**src/rtl/trc_pkg.sv**
```systemverilog
package trc_pkg;
  localparam int unsigned ADDR_W = 32;
  localparam int unsigned CNT_W  = 8;

  typedef struct packed {
    logic [ADDR_W-1:0] src;
    logic [ADDR_W-1:0] dst;
    logic [CNT_W-1:0]  reps;
  } trc_entry_t;

  // folding window size selected by the two-bit level setting
  function automatic int unsigned lvl_window(input logic [1:0] lvl);
    case (lvl)
      2'd0:    return 0;
      2'd1:    return 1;
      default: return 2;
    endcase
  endfunction
endpackage

```
**src/rtl/trc_store.sv**
```systemverilog
module trc_store
  import trc_pkg::*;
#(
  parameter int unsigned DEPTH = 16,
  parameter int unsigned LVL   = 2,
  localparam int unsigned PTR_W = $clog2(DEPTH),
  localparam int unsigned OCC_W = $clog2(DEPTH + 1)
) (
  input  logic              clk,
  input  logic              rst_n,
  input  logic              pop_i,
  input  logic              push_i,
  input  logic              drop_i,
  input  logic [ADDR_W-1:0] push_src_i,
  input  logic [ADDR_W-1:0] push_dst_i,
  input  logic              bump_i,
  input  logic [PTR_W-1:0]  bump_idx_i,
  output trc_entry_t        head_o,
  output logic [OCC_W-1:0]  occ_o,
  output trc_entry_t        near_o     [LVL],
  output logic [PTR_W-1:0]  near_idx_o [LVL]
);
  trc_entry_t       ent_q [DEPTH];
  logic [PTR_W-1:0] head_q, tail_q;
  logic [OCC_W-1:0] occ_q;

  function automatic logic [PTR_W-1:0] step_fwd(input logic [PTR_W-1:0] p);
    if (int'(p) == int'(DEPTH) - 1) return '0;
    return p + PTR_W'(1);
  endfunction

  function automatic logic [PTR_W-1:0] step_back(input logic [PTR_W-1:0] p,
                                                 input int unsigned k);
    int t;
    t = int'(p) - int'(k);
    if (t < 0) t = t + int'(DEPTH);
    return PTR_W'(t);
  endfunction

  always_ff @(posedge clk) begin
    if (!rst_n) begin
      for (int i = 0; i < DEPTH; i++) ent_q[i] <= '0;
      head_q <= '0;
      tail_q <= '0;
      occ_q  <= '0;
    end else begin
      if (push_i) begin
        ent_q[tail_q].src  <= push_src_i;
        ent_q[tail_q].dst  <= push_dst_i;
        ent_q[tail_q].reps <= '0;
      end
      if (bump_i && (ent_q[bump_idx_i].reps != '1))
        ent_q[bump_idx_i].reps <= ent_q[bump_idx_i].reps + CNT_W'(1);
      if (pop_i || drop_i) head_q <= step_fwd(head_q);
      if (push_i)          tail_q <= step_fwd(tail_q);
      occ_q <= occ_q + OCC_W'(push_i) - OCC_W'(pop_i) - OCC_W'(drop_i);
    end
  end

  assign head_o = ent_q[head_q];
  assign occ_o  = occ_q;

  // newest entries, index 0 is the most recent
  for (genvar g = 0; g < LVL; g++) begin : g_near
    assign near_idx_o[g] = step_back(tail_q, g + 1);
    assign near_o[g]     = ent_q[near_idx_o[g]];
  end


  occ_bound_chk: assert property (@(posedge clk) disable iff (!rst_n)
    occ_q <= OCC_W'(DEPTH));


  drop_only_full_chk: assert property (@(posedge clk) disable iff (!rst_n)
    drop_i |-> (occ_q == OCC_W'(DEPTH)) && !pop_i && push_i);


  bump_push_excl_chk: assert property (@(posedge clk) disable iff (!rst_n)
    !(bump_i && push_i));


  bump_adds_one_chk: assert property (@(posedge clk) disable iff (!rst_n)
    bump_i && (ent_q[bump_idx_i].reps != '1)
    |=> ent_q[$past(bump_idx_i)].reps == $past(ent_q[bump_idx_i].reps) + CNT_W'(1));


  sat_hold_chk: assert property (@(posedge clk) disable iff (!rst_n)
    bump_i && (ent_q[bump_idx_i].reps == '1)
    |=> ent_q[$past(bump_idx_i)].reps == '1);
endmodule

```
**src/rtl/trc_match.sv**
```systemverilog
module trc_match
  import trc_pkg::*;
#(
  parameter int unsigned DEPTH = 16,
  parameter int unsigned LVL   = 2,
  localparam int unsigned OCC_W = $clog2(DEPTH + 1),
  localparam int unsigned SEL_W = (LVL > 1) ? $clog2(LVL) : 1
) (
  input  logic [ADDR_W-1:0] src_i,
  input  logic [ADDR_W-1:0] dst_i,
  input  logic [1:0]        lvl_i,
  input  logic [OCC_W-1:0]  avail_i,
  input  trc_entry_t        near_i [LVL],
  output logic              hit_o,
  output logic [SEL_W-1:0]  sel_o
);
  int unsigned win;
  logic [LVL-1:0] cand;

  always_comb begin
    win = lvl_window(lvl_i);
    if (win > LVL) win = LVL;
  end

  for (genvar g = 0; g < LVL; g++) begin : g_cmp
    assign cand[g] = (g < win) && (OCC_W'(g) < avail_i)
                     && (near_i[g].src == src_i) && (near_i[g].dst == dst_i);
  end

  // lowest index (newest entry) wins
  always_comb begin
    hit_o = 1'b0;
    sel_o = '0;
    for (int i = LVL - 1; i >= 0; i--) begin
      if (cand[i]) begin
        hit_o = 1'b1;
        sel_o = SEL_W'(i);
      end
    end
  end
endmodule

```
**src/rtl/trc_buffer.sv**
```systemverilog
module trc_buffer
  import trc_pkg::*;
#(
  parameter int unsigned DEPTH = 16,
  parameter int unsigned LVL   = 2,
  localparam int unsigned PTR_W = $clog2(DEPTH),
  localparam int unsigned OCC_W = $clog2(DEPTH + 1),
  localparam int unsigned SEL_W = (LVL > 1) ? $clog2(LVL) : 1
) (
  input  logic              clk,
  input  logic              rst_n,
  input  logic              disc_valid,
  output logic              disc_ready,
  input  logic [ADDR_W-1:0] disc_src,
  input  logic [ADDR_W-1:0] disc_dst,
  input  logic [1:0]        cmp_level,
  output logic              rd_valid,
  input  logic              rd_ready,
  output logic [ADDR_W-1:0] rd_src,
  output logic [ADDR_W-1:0] rd_dst,
  output logic [CNT_W-1:0]  rd_reps,
  output logic              rd_empty,
  output logic              ovf_flag
);
  trc_entry_t       head;
  logic [OCC_W-1:0] occ, avail;
  trc_entry_t       near     [LVL];
  logic [PTR_W-1:0] near_idx [LVL];
  logic             pop, in_fire, hit, bump, push, drop, ovf_q;
  logic [SEL_W-1:0] hit_sel;

  assign disc_ready = 1'b1;
  assign rd_valid   = (occ != '0);
  assign rd_empty   = ~rd_valid;
  assign pop        = rd_valid & rd_ready;
  assign avail      = occ - OCC_W'(pop);
  assign in_fire    = disc_valid & disc_ready;
  assign bump       = in_fire & hit;
  assign push       = in_fire & ~hit;
  assign drop       = push & (avail == OCC_W'(DEPTH));

  trc_store #(.DEPTH(DEPTH), .LVL(LVL)) u_store (
    .clk        (clk),
    .rst_n      (rst_n),
    .pop_i      (pop),
    .push_i     (push),
    .drop_i     (drop),
    .push_src_i (disc_src),
    .push_dst_i (disc_dst),
    .bump_i     (bump),
    .bump_idx_i (near_idx[hit_sel]),
    .head_o     (head),
    .occ_o      (occ),
    .near_o     (near),
    .near_idx_o (near_idx)
  );

  trc_match #(.DEPTH(DEPTH), .LVL(LVL)) u_match (
    .src_i   (disc_src),
    .dst_i   (disc_dst),
    .lvl_i   (cmp_level),
    .avail_i (avail),
    .near_i  (near),
    .hit_o   (hit),
    .sel_o   (hit_sel)
  );

  always_ff @(posedge clk) begin
    if (!rst_n)    ovf_q <= 1'b0;
    else if (drop) ovf_q <= 1'b1;
  end

  assign ovf_flag = ovf_q;
  assign rd_src   = rd_valid ? head.src  : '0;
  assign rd_dst   = rd_valid ? head.dst  : '0;
  assign rd_reps  = rd_valid ? head.reps : '0;


  ovf_sticky_chk: assert property (@(posedge clk) disable iff (!rst_n)
    ovf_flag |=> ovf_flag);


  full_sets_ovf_chk: assert property (@(posedge clk) disable iff (!rst_n)
    disc_valid && !hit && !rd_ready && (occ == OCC_W'(DEPTH)) |=> ovf_flag);


  rd_hold_chk: assert property (@(posedge clk) disable iff (!rst_n)
    rd_valid && !rd_ready && !drop |=> rd_valid && $stable(rd_src) && $stable(rd_dst));


  idle_read_chk: assert property (@(posedge clk) disable iff (!rst_n)
    !rd_valid && !disc_valid |=> !rd_valid);


  push_grows_chk: assert property (@(posedge clk) disable iff (!rst_n)
    push && !pop && !drop |=> occ == $past(occ) + OCC_W'(1));


  bump_keeps_occ_chk: assert property (@(posedge clk) disable iff (!rst_n)
    bump && !pop |=> occ == $past(occ));


  off_no_fold_chk: assert property (@(posedge clk) disable iff (!rst_n)
    disc_valid && (cmp_level == 2'd0) |-> !hit);


  one_lvl_newest_chk: assert property (@(posedge clk) disable iff (!rst_n)
    hit && (cmp_level == 2'd1) |-> hit_sel == '0);
endmodule

```
**config.mk**
```make
export PLATFORM = sky130hd
export DESIGN_NAME = trc_buffer
export DESIGN_NICKNAME = d
export VERILOG_FILES = /design/src/rtl/trc_pkg.sv /design/src/rtl/trc_store.sv /design/src/rtl/trc_match.sv /design/src/rtl/trc_buffer.sv
export SDC_FILE = /design/constraint.sdc
export NUM_CORES = 2
export LEC_CHECK = 0
export CORE_MARGIN = 5
export CORE_UTILIZATION = 60
export DETAILED_ROUTE_END_ITERATION = 16
export PLACE_DENSITY_LB_ADDON = 0.12
export RECOVER_POWER = 50
export SKIP_CTS_REPAIR_TIMING = 1
export SYNTH_ARGS = -nofsm -noshare
export SYNTH_HDL_FRONTEND = slang
export SYNTH_SLANG_ARGS = --single-unit
```
**constraint.sdc**
```tcl
create_clock -name clk -period 16.8 [get_ports clk]
set_clock_uncertainty 0.2 [all_clocks]
set_input_delay 3.36 -clock clk [delete_from_list [all_inputs] [get_ports clk]]
set_output_delay 3.36 -clock clk [all_outputs]
set_load 0.05 [all_outputs]
```
# Yosys cells after proc, flatten, opt, wreduce, memory -nomap -nowiden
# Memory sizes are Yosys's and may differ from the RTL's. A register that Yosys moved wholly into a read port is not among the register bits.
# Index checks and enable logic that the tools add are counted.
[word_totals]
elab_cells = 90
mem_bits_rw = 1152
n_memories = 1
register_bits = 14
out_inout_bits = 76
[op_classes]
add_sub_neg = 11
n_reduce_logical = 12
magnitude_cmp = 8
muxes = 38
n_eq_ne = 9
n_bitwise = 7
[memory_table]
columns = ["memory", "depth", "width", "rd", "rd_ports_with_merged_regs", "wr", "line_no", "text"]
rows = [
  ["u_store.ent_q", 16, 72, 4, 1, 16, "trc_store.sv:23", "trc_entry_t ent_q [DEPTH];"],
]
[op_table]
columns = ["op", "count"]
rows = [
  ["2-to-1 mux 72 bit", 2],
  ["OR reduction 72 bit", 2],
  ["== test 32 bit", 4],
  ["2-to-1 mux 32 bit", 2],
  ["2-to-1 mux 4 bit", 13],
  ["2-to-1 mux 1 bit", 17],
  ["adder 4 x 1 -> 4 bit (second input constant)", 4],
  ["subtractor 5 x 1 -> 5 bit", 3],
  ["less-than comparator 1 x 5 -> 1 bit (first input constant)", 2],
  ["less-than comparator 5 x 1 -> 1 bit (second input constant)", 2],
  ["adder 8 x 1 -> 8 bit (second input constant)", 1],
  ["== test 4 x 1 -> 1 bit (second input constant)", 2],
  ["2-to-1 mux 8 bit", 1],
  ["!= test 8 bit (second input constant)", 1],
  ["logical AND 1 bit", 7],
  ["adder 5 x 1 -> 5 bit", 1],
  ["== test 5 bit (second input constant)", 1],
  ["nonzero test 5 bit", 1],
  ["subtractor 4 x 1 -> 5 bit (second input constant)", 1],
  ["subtractor 4 x 2 -> 5 bit (second input constant)", 1],
  ["AND 1 bit", 4],
  ["less-than comparator 1 x 2 -> 1 bit (first input constant)", 2],
  ["2-to-1 mux 2 bit", 2],
  ["case mux 2 bit (2 select lines)", 1],
  ["other kinds (7)", 8],
]

# Longest topological paths before layout
# An unclocked memory read counts as a cell.
[depth]
word_depth = 22
ltp_mapped = 41
mapped_depth_nobuf = 26

# Modules after synthesis
# A second synthesis with hierarchy kept.
[unflattened]
cells_unflattened = 4542
area_unflattened_um2 = 73126.4
[by_module_without_submodules]
columns = ["mod", "area_each_um2", "cells_each", "n_inst"]
rows = [
  ["trc_store", 70757.9, 4210, 1],
  ["trc_match", 1625.3, 222, 1],
  ["trc_buffer", 743.2, 110, 1],
]

# Worst setup path after synthesis
# OpenSTA, ideal clock, no wires.
[synth_path]
kind = "input to register"
startpoint = "in rd_ready"
endpoint = "mem u_store.ent_q[11][10] (netlist bit) (enable)"
slack_ps = 3868
path_buffers = 4
cell_stages = 26
arrival_ps = 12158
t_required_ps = 16026
path_cell_list = "and2_1 ha_1 ha_1 o21ai_0 xor2_1 nand3_1 nand3_1 nor4_1 nand4_1 or4_1 buf_2 a21oi_4 buf_4 mux4_2 o22ai_1 a211oi_1 nand2_1 ha_1 o21a_1 nand4_1 nor4_1 or2_1 buf_4 a21oi_1 buf_2 o21ai_0"
[synth_rtl]
columns = ["item", "line_no", "text"]
rows = [
  ["start, declared", "trc_buffer.sv:18", "input logic rd_ready,"],
  ["end, declared", "trc_store.sv:23", ""],
]

==> flow_metrics.py <==
metrics = {
    "global_route": {
        "first_global_vias": 53000,
        "grt_max_degree": 126,
        "antenna_found_initial": 15,
        "grt-ovfl-total": 0,
        "grt_pass1_wl_um": 393000,
        "grt_usage": 0.436,
    },
    "sta": {
        "setup_slack_ps": 2170,
        "fmax_ghz": 0.0684,
        "final.setup.tns_ps": 0,
        "timing.final.crit_share": 0.871,
        "finalSetupViolCount": 0,
        "hold_viol": 0,
        "drv_slew": 1003,
        "max-slew-margin-rel": -2.29,
        "finalCriticalPeriod_ps": 14630,
        "tightest_slew_ps": 4930,
        "rsz0062_at_grt": "no",
    },
    "place": {
        "place_congestion": 1.04,
        "dp.cells": 6663,
        "dpl-instance-area_um2": 75200,
        "post-dp-hpwl_um": 166000,
        "port_buffers": 144,
        "place_ws_ps": 4490,
    },
    "worst_setup_path": {
        "cp-start-kind": "register",
        "cp-end-kind": "register",
        "crit_path_start": "u_store.tail_q[0]",
        "crit_type": "reg -> reg",
        "r2r-end": "u_store.ent_q[4][60]",
        "arrival_ps": 14760,
        "required_ps": 16930,
        "ff2ff_setup_slack_ps": 2170,
        "crit_end": "u_store.ent_q[4][60]",
        "r2r_cells": 15,
        "r2r-start": "u_store.tail_q[0]",
        "critPathMaxFanout": 109,
    },
    "synthesis": {
        "synth_flop_cell": "edfxtp_1",
        "syn_avg_cell_area_um2": 13.7,
        "yosysWarningCount": 0,
        "synth_cells": 5326,
        "synthDominantCellAreaShare": 0.474,
        "ys_ff_latch": 1170,
        "ys_types": 101,
        "synthArstFlopShare": 0,
        "synth_fp_nets": 5415,
        "synth_top_cell_by_area": "edfxtp_1",
        "synth_edf_count": 1152,
        "synthTopCellsByArea": "edfxtp_1 47%, mux4_2 28%, nor2_1 5.3%",
        "syn_area_um2": 72900,
        "ys_seq_area_frac": 0.479,
    },
    "die": {
        "core_area_um2": 121000,
        "ios": 146,
        "fp.dieArea_um2": 129000,
        "dieHeight_um": 359,
        "rows": 128,
        "die_w_um": 359,
        "floorplan.initialDensity": 0.602,
    },
    "detailed_routing": {
        "wl_met3_um": 49600,
        "num_vias": 55200,
        "wl_met1_um": 92100,
        "via_per_inst": 7.99,
        "wire_per_inst_um": 40.4,
        "met2_wirelength_um": 120000,
        "wirelength_um": 280000,
        "firstDrtPassIters": 8,
        "route.top_layer_used": "met5",
        "drtIter0Drc": 10300,
        "drc": 0,
        "detail-route-antenna-nets": 0,
    },
    "pwr": {
        "comb_power_share": 0.326,
        "leakage_nw": 26.3,
        "power.switching_mw": 3.19,
        "p_int_mw": 6.30,
        "power_density_nw_per_um2": 120,
        "clkPwrFrac": 0.306,
        "switching_share": 0.336,
        "pwr-share-seq": 0.367,
        "peakVddDrop_mv": 0.189,
    },
    "layout": {
        "final_common_cell": "edfxtp_1",
        "fill_cells": 8823,
        "nets": 5262,
        "multi_input_area_um2": 35600,
        "most-common-layout-cells": "1152 x edfxtp_1, 1031 x nor2_1, 894 x mux4_2, 234 x mux2i_1, 208 x nand2_1",
        "syn_to_final_growth_pct": 8.81,
        "fin_area_um2": 79400,
        "layout-drive-gt1-share": 0.248,
        "seqCellArea_um2": 35000,
        "instances_no_fill": 6916,
    },
    "run_status": {
        "violations": "capacitance limit, slew limit",
        "outcome": "finished with violations",
    },
    "clock_tree": {
        "cts_tree": "built",
        "cts_made_buffers": 133,
        "cts_max_path_buffers": 3,
        "clock-root-buffer": "clkbuf_16",
        "numClockSinks": 1170,
        "htree_levels": 4,
        "clkSlewWorstSetupHoldPaths_ps": 60,
        "clkLatencyLatePin_ps": 800,
    },
    "hold_path": {
        "hold_class": "reg -> reg",
    },
    "flow_run": {
        "cap_violations": 27,
    },
}
how the worst min path moves through the flow:
stage	slack [ps]	startpoint	end	cells past startpoint
CTS	300	ovf_flag	ovf_flag	1
global placement	250	ovf_flag	ovf_flag	1
detailed placement	290	ovf_flag	ovf_flag	1
finish	290	ovf_flag	ovf_flag	1
global route	310	ovf_flag	ovf_flag	1
floorplan	340	u_store.head_q[1]	register	2
registers in the layout, summed over array words and instances, names as in the netlist, named ones only:
signal and count:
u_store.ent_q 1152, u_store.head_q 4, ovf_flag 1, u_store.tail_q 4, u_store.occ_o 5
worst max-delay path, stage by stage (launching register included):
cell,delay (ps)
dfxtp_4,630
buf_4,810
clkbuf_1,2370
buf_12,590
mux4_2,610
mux4_2,480
xor2_1,460
nor4_1,230
and3_1,230
nand4_1,260
or3_1,730
nand2_1,250
nor3_1,580
nand2_4,520
nand2_1,2630
clkbuf_1,2290
cell usage after synthesis, types with 39 or more instances:
library cell,n
a21oi_1,50
and2_1,93
buf_1,50
buf_2,147
buf_4,39
clkbuf_1,299
edfxtp_1,1152
mux2i_1,234
mux4_2,894
nand2_1,217
nand3_1,151
nand4_1,56
nor2_1,1032
nor3_1,182
nor3b_1,79
o21ai_0,49
xnor2_1,66
per-layer routing:
metal,up-vias,track usage
li1,20700,-
met1,27600,0.594
met2,5900,0.618
met3,1017,0.168
met4,8,0.219
met5,-,0
power groups by stage:
stage	registers (mW)	logic (mW)	clock network, mW
after floorplan	3.45	2.11	0
after global placement	3.52	3.01	0
after detailed placement	3.53	3.02	0
after CTS	3.47	3.03	2.90
after global routing	3.50	3.17	3.02
final	3.49	3.09	2.91
cells by family after synthesis:
family / count (synthesis) / share of synthesized area
AOI/OAI and AO/OA: 323 / 0.0317
xor gates and xnor gates: 93 / 0.0116
DFF: 1170 / 0.479
adders and majority gates: 19 / 0.00347
buffers and inverters: 585 / 0.0363
and+or+nand+nor: 1971 / 0.124
muxes: 1164 / 0.314
other: 1 / 0.0000514
area by class of cell:
class / instances / share of cell area
multi-input combinational: 3571 / 0.448
tap: 1625 / 0.0256
antenna: 15 / 0.000473
clock buffer: 163 / 0.0449
clock inverter: 75 / 0.00884
sequential: 1170 / 0.441
inverter: 34 / 0.00167
timing repair buffer: 263 / 0.0295
through the flow:
step	hold WS (ps)	power (mW)	util
after floorplan	343	5.56	-
after global placement	248	6.53	0.621
after detailed placement	286	6.55	0.621
after CTS	300	9.40	0.656
after global routing	314	9.69	0.654
final	292	9.49	0.655
Note: power is estimated with default switching activity, not from simulation.
